**src/rtl/sup_rst_pkg.sv**
```systemverilog
package sup_rst_pkg;
  // Width needed to hold counts 0..n
  function automatic int cnt_w(input int n);
    return (n < 2) ? 1 : $clog2(n + 1);
  endfunction

  typedef struct packed {
    logic supply_bad;
    logic sense_bad;
    logic manual;
  } fault_t;
endpackage

```
**src/rtl/srg_sense_filter.sv**
```systemverilog
module srg_sense_filter #(
  parameter int GLITCH_CYC = 6
) (
  input  logic clk,
  input  logic rst,
  input  logic sense_ok,
  output logic fault
);
  import sup_rst_pkg::*;
  localparam int CW = cnt_w(GLITCH_CYC);
  localparam logic [CW-1:0] LAST = CW'(GLITCH_CYC - 1);

  logic [CW-1:0] low_cnt;

  always_ff @(posedge clk) begin
    if (rst || sense_ok) begin
      low_cnt <= '0;
      fault   <= 1'b0;
    end else if (low_cnt == LAST) begin
      fault   <= 1'b1;
    end else begin
      low_cnt <= low_cnt + 1'b1;
    end
  end

  // a good sample always clears the filtered fault
  p_good_clears_r7: assert property (@(posedge clk) disable iff (rst)
    sense_ok |=> !fault);
  // a fault only appears after a low sample
  p_fault_from_low_r6: assert property (@(posedge clk) disable iff (rst)
    $rose(fault) |-> $past(!sense_ok));
endmodule

```
**src/rtl/srg_release_timer.sv**
```systemverilog
module srg_release_timer #(
  parameter int DELAY_CYC = 100000
) (
  input  logic clk,
  input  logic rst,
  input  logic hold,
  output logic busy,
  output logic busy_n
);
  import sup_rst_pkg::*;
  localparam int CW = cnt_w(DELAY_CYC);
  localparam logic [CW-1:0] LAST = CW'(DELAY_CYC - 1);

  logic [CW-1:0] cnt;

  always_ff @(posedge clk) begin
    if (rst || hold) begin
      busy   <= 1'b1;
      busy_n <= 1'b0;
      cnt    <= '0;
    end else if (busy) begin
      if (cnt == LAST) begin
        busy   <= 1'b0;
        busy_n <= 1'b1;
        cnt    <= '0;
      end else begin
        cnt <= cnt + 1'b1;
      end
    end
  end

  // any fault asserts reset at the next edge
  p_hold_sets_r2: assert property (@(posedge clk) disable iff (rst)
    hold |=> busy);
  // the two output registers never agree
  p_complement_r4: assert property (@(posedge clk) disable iff (rst)
    busy != busy_n);
  // release never happens on a faulty edge
  p_release_clean_r3: assert property (@(posedge clk) disable iff (rst)
    $fell(busy) |-> $past(!hold));
  // once released, reset stays off while faults are absent
  p_stay_off_r8: assert property (@(posedge clk) disable iff (rst)
    (!busy && !hold) |=> !busy);
endmodule

```
**src/rtl/sup_rst_gen.sv**
```systemverilog
module sup_rst_gen #(
  parameter int DELAY_CYC  = 100000,
  parameter int GLITCH_CYC = 6
) (
  input  logic clk,
  input  logic rst,
  input  logic supply_ok,
  input  logic sense_ok,
  input  logic mr_n,
  output logic sys_rst,
  output logic sys_rst_n,
  output logic rst_status
);
  import sup_rst_pkg::*;

  fault_t faults;
  logic   sense_fault;
  logic   hold;

  srg_sense_filter #(.GLITCH_CYC(GLITCH_CYC)) u_filt (
    .clk(clk), .rst(rst), .sense_ok(sense_ok), .fault(sense_fault)
  );

  always_comb begin
    faults.supply_bad = !supply_ok;
    faults.sense_bad  = sense_fault;
    faults.manual     = !mr_n;
    hold              = |faults;
  end

  srg_release_timer #(.DELAY_CYC(DELAY_CYC)) u_tmr (
    .clk(clk), .rst(rst), .hold(hold), .busy(sys_rst), .busy_n(sys_rst_n)
  );

  assign rst_status = sys_rst;

  // manual reset forces reset at the next edge
  p_manual_forces_r5: assert property (@(posedge clk) disable iff (rst)
    !mr_n |=> sys_rst);
  // reset is asserted right after power-on reset
  p_por_asserts_r1: assert property (@(posedge clk)
    rst |=> sys_rst);
endmodule

```
**config.mk**
```make
export PLATFORM = sky130hd
export DESIGN_NAME = sup_rst_gen
export DESIGN_NICKNAME = d
export VERILOG_FILES = /design/src/rtl/sup_rst_pkg.sv /design/src/rtl/srg_sense_filter.sv /design/src/rtl/srg_release_timer.sv /design/src/rtl/sup_rst_gen.sv
export SDC_FILE = /design/constraint.sdc
export NUM_CORES = 1
export LEC_CHECK = 0
export BUFFER_PORTS_ARGS = -buffer_cell sky130_fd_sc_hd__buf_2
export CAP_MARGIN = 20
export CORE_MARGIN = 2
export CORE_UTILIZATION = 50
export DETAILED_ROUTE_END_ITERATION = 12
export PLACE_DENSITY = 0.79
export SKIP_CTS_REPAIR_TIMING = 1
export SYNTH_ARGS = -nofsm -noshare
export SYNTH_HDL_FRONTEND = slang
export SYNTH_SLANG_ARGS = --single-unit
```
**constraint.sdc**
```tcl
create_clock -name clk -period 2.7 [get_ports clk]
set_input_delay 0 -clock clk [delete_from_list [all_inputs] [get_ports clk]]
set_output_delay 0 -clock clk [all_outputs]
set_load 0.02 [all_outputs]
```
==> flow_summary.yaml <==
run_status:
  status: "complete, no violations"
route:
  drc_errors: 0
  viasPerCell: 5.43
  drt_wl_total_mm: 2.12
  drt_iter0_drc: 24
  antenna_left: 0
  routedWlPerCell_microns: 13.5
  vias: 853
  dr.pass1.iters: 4
synthesis:
  synth.top_cell.area_share_pct: 41.3
  synth.avg_cell_area_sq_um: 9.45
  synth_edf_count: 0
  syn-instance-count: 118
  syn_area_sq_um: 1110
  synth_ff_type: "dfxtp_1"
  ys_seq_area_share_pct: 41.3
  synth_top_family_by_area: "simple AND/OR/NAND/NOR gates"
  syn_nets: 126
  synth_warnings: 0
  synth_fa_ha_area_share_pct: 3.37
  synth_simple_gate_area_share_pct: 34.3
  synth-compound-area-share_pct: 4.49
  yosysMostFrequentCell: "dfxtp_1"
  synth_cell_type_count: 30
  ys_top_cells_by_count: "dfxtp_1 (23), nor2_1 (19), xnor2_1 (15), nand2_1 (7), nor3_1 (7)"
  ys_ff_latch: 23
  yosys.area.top_type: "dfxtp_1"
  synth_area_leaders: "dfxtp_1 (41%), xnor2_1 (12%), nor4_2 (6.7%)"
  synthMuxAreaShare_pct: 0
  synthArstFlopShare_pct: 0
  synth_xor_xnor_area_share_pct: 13.4
timing:
  fin_skew_ps: 2.26
  min_period_over_period_pct: 65.0
  setup_viol: 0
  tightest_slew_ps: 578
  setup_tns_ps: 0
  hold_violations: 0
  max_freq_mhz: 570
  relSlewSlack_pct: 61.4
  finalMaxSlewViolations: 0
  setup_ws_ps: 946
  rsz0062_at_grt: "false"
  min_period_ps: 1750
die:
  io_pins: 8
  die_h_microns: 51.2
  coreArea_sq_um: 2170
  initial_core_util_pct: 51.4
  rows: 17
  die_width_microns: 51.2
  dieArea_sq_um: 2620
clock_network:
  insertion_delay_ps: 320
  htree_levels: 1
  clockRootBuffer: "clkbuf_4"
  cts_buffer_depth: 2
  tritoncts: "built"
  clock-sinks: 23
  numCtsBuffers: 3
  clk_pin_slew_ps: 130
critical_path:
  critPathCaptureType: "register"
  worst-path-stages: 4
  crit_start: "u_tmr.cnt[5]"
  ff2ff_path_depth: 4
  crit_path_end: "u_tmr.cnt[7]"
  crit_type: "reg -> reg"
  timing.rr.end: "u_tmr.cnt[7]"
  rrSetupSlack_ps: 950
  cpPeakStageDelay_ps: 510
  r2r_start: "u_tmr.cnt[5]"
  crit_buf_inv: 0
  start_kind: "register"
  crit_chain: "nor4b_1 -> nand4_1 -> o21ai_2 -> nor2_1"
  worstPathArrival_ps: 1950
  cp_max_fo: 15
  worst_path_max_delay_cell: "o21ai_2"
  required_ps: 2900
  critPathTopFamily: "simple AND/OR/NAND/NOR gates"
pwr:
  ir_drop_v: 0.000284
  p_total_mw: 0.527
  p_leak_nw: 0.398
  p_per_area_nw_per_um2: 431
finish:
  final-seq-area_sq_um: 460
  antenna_cells: 0
  fill_cells: 216
  nets: 138
  drive_gt1_share_pct: 18.6
  multiInputGateArea_sq_um: 619
  area_growth_pct: 9.65
  fin_area_sq_um: 1220
placement:
  dp_hpwl_mm: 1.55
  port-buffer-count: 7
  dpl_worst_slack_ps: 983
  gp_congestion: 0.847
  place_area_sq_um: 1160
global_routing:
  grt_usage_pct: 17.8
  grt_max_degree: 16
  grt_pass1_wl_mm: 3.45
  globalRouteOverflowTotal: 0
  antenna_found_initial: 0
  grt_pass1_vias: 829
job:
  drv_cap: 0
hold_path:
  hp-class: "in -> reg"
[cell usage in the layout, fill, tap and decap left out]
master and instances:
dfxtp_1 23, nor2_1 19, xnor2_1 15, nand2_1 7, nor3_1 7, buf_2 7
nor4_2 6, nand4_1 5, inv_1 4, nand3_1 4, ha_1 3, clkbuf_4 3
dlygate4sd3_1 3, and4bb_2 2, and3_1 2, xor2_1 2, o21ai_0 2, nor4b_1 1
o21ai_2 1, nand2_2 1, nand3_2 1, nand4_4 1, nor4_1 1, nand4_2 1
or2_1 1, nor3b_1 1, a41o_1 1, nand3b_1 1, a21oi_1 1, a21o_1 1
a2111oi_0 1, clkinv_2 1
[flip-flops by register name, indices dropped and copies added (netlist names)]
name / flops
u_filt.fault: 1
u_filt.low_cnt: 3
u_tmr.busy: 1
u_tmr.busy_n: 1
u_tmr.cnt: 17
[routing by layer]
metal | track usage [%] | wire, microns | vias to the layer above
li1 | - | - | 436
met1 | 19.6 | 892 | 402
met2 | 32.0 | 1130 | 10
met3 | 2.63 | 48 | 5
met4 | 10.5 | 48 | 0
met5 | 0 | 0 | -
[worst min-delay path by stage]
stage	from	to	cells past startpoint
after floorplan	rst	u_filt.low_cnt[0]	1
after global placement	sense_ok	u_filt.fault	2
after detailed placement	sense_ok	u_filt.low_cnt[0]	2
after CTS	sense_ok	u_filt.low_cnt[0]	2
after global routing	mr_n	u_tmr.cnt[4]	3
final	mr_n	u_tmr.cnt[4]	3
[through the flow]
stage	instances	hold slack [ps]	utilization, %
final	157	7.89	56.3
after global routing	157	23.8	56.3
after CTS	154	-134	55.0
after detailed placement	150	214	53.7
after global placement	150	213	53.7
after floorplan	118	76.6	-
[worst register-to-register path, stage by stage (launching register included)]
cell	delay [ps]
dfxtp_1	410
nor4b_1	410
nand4_1	200
o21ai_2	510
nor2_1	120
[report_power, final]
| part | internal, mW | total (mW) | switching, mW |
|---|---|---|---|
| Sequential | 0.342 | 0.344 | 0.00221 |
| Clock | 0.0556 | 0.164 | 0.108 |
| Combinational | 0.00934 | 0.0189 | 0.00960 |
[cells by family after synthesis]
family | Yosys count
adders and majority gates | 3
and+or+nand+nor | 61
xor gates and xnor gates | 17
DFF | 23
buffers and inverters | 7
AOI/OAI and AO/OA | 7
[final cells by class]
class | count | area share, %
multi-input cells | 88 | 50.7
flip-flops and latches | 23 | 37.7
repair buffers | 10 | 5.32
well taps | 28 | 2.87
clock buffers | 3 | 1.84
inverters | 4 | 1.23
clock inverters | 1 | 0.409
Power figures use the tool's default switching activity.
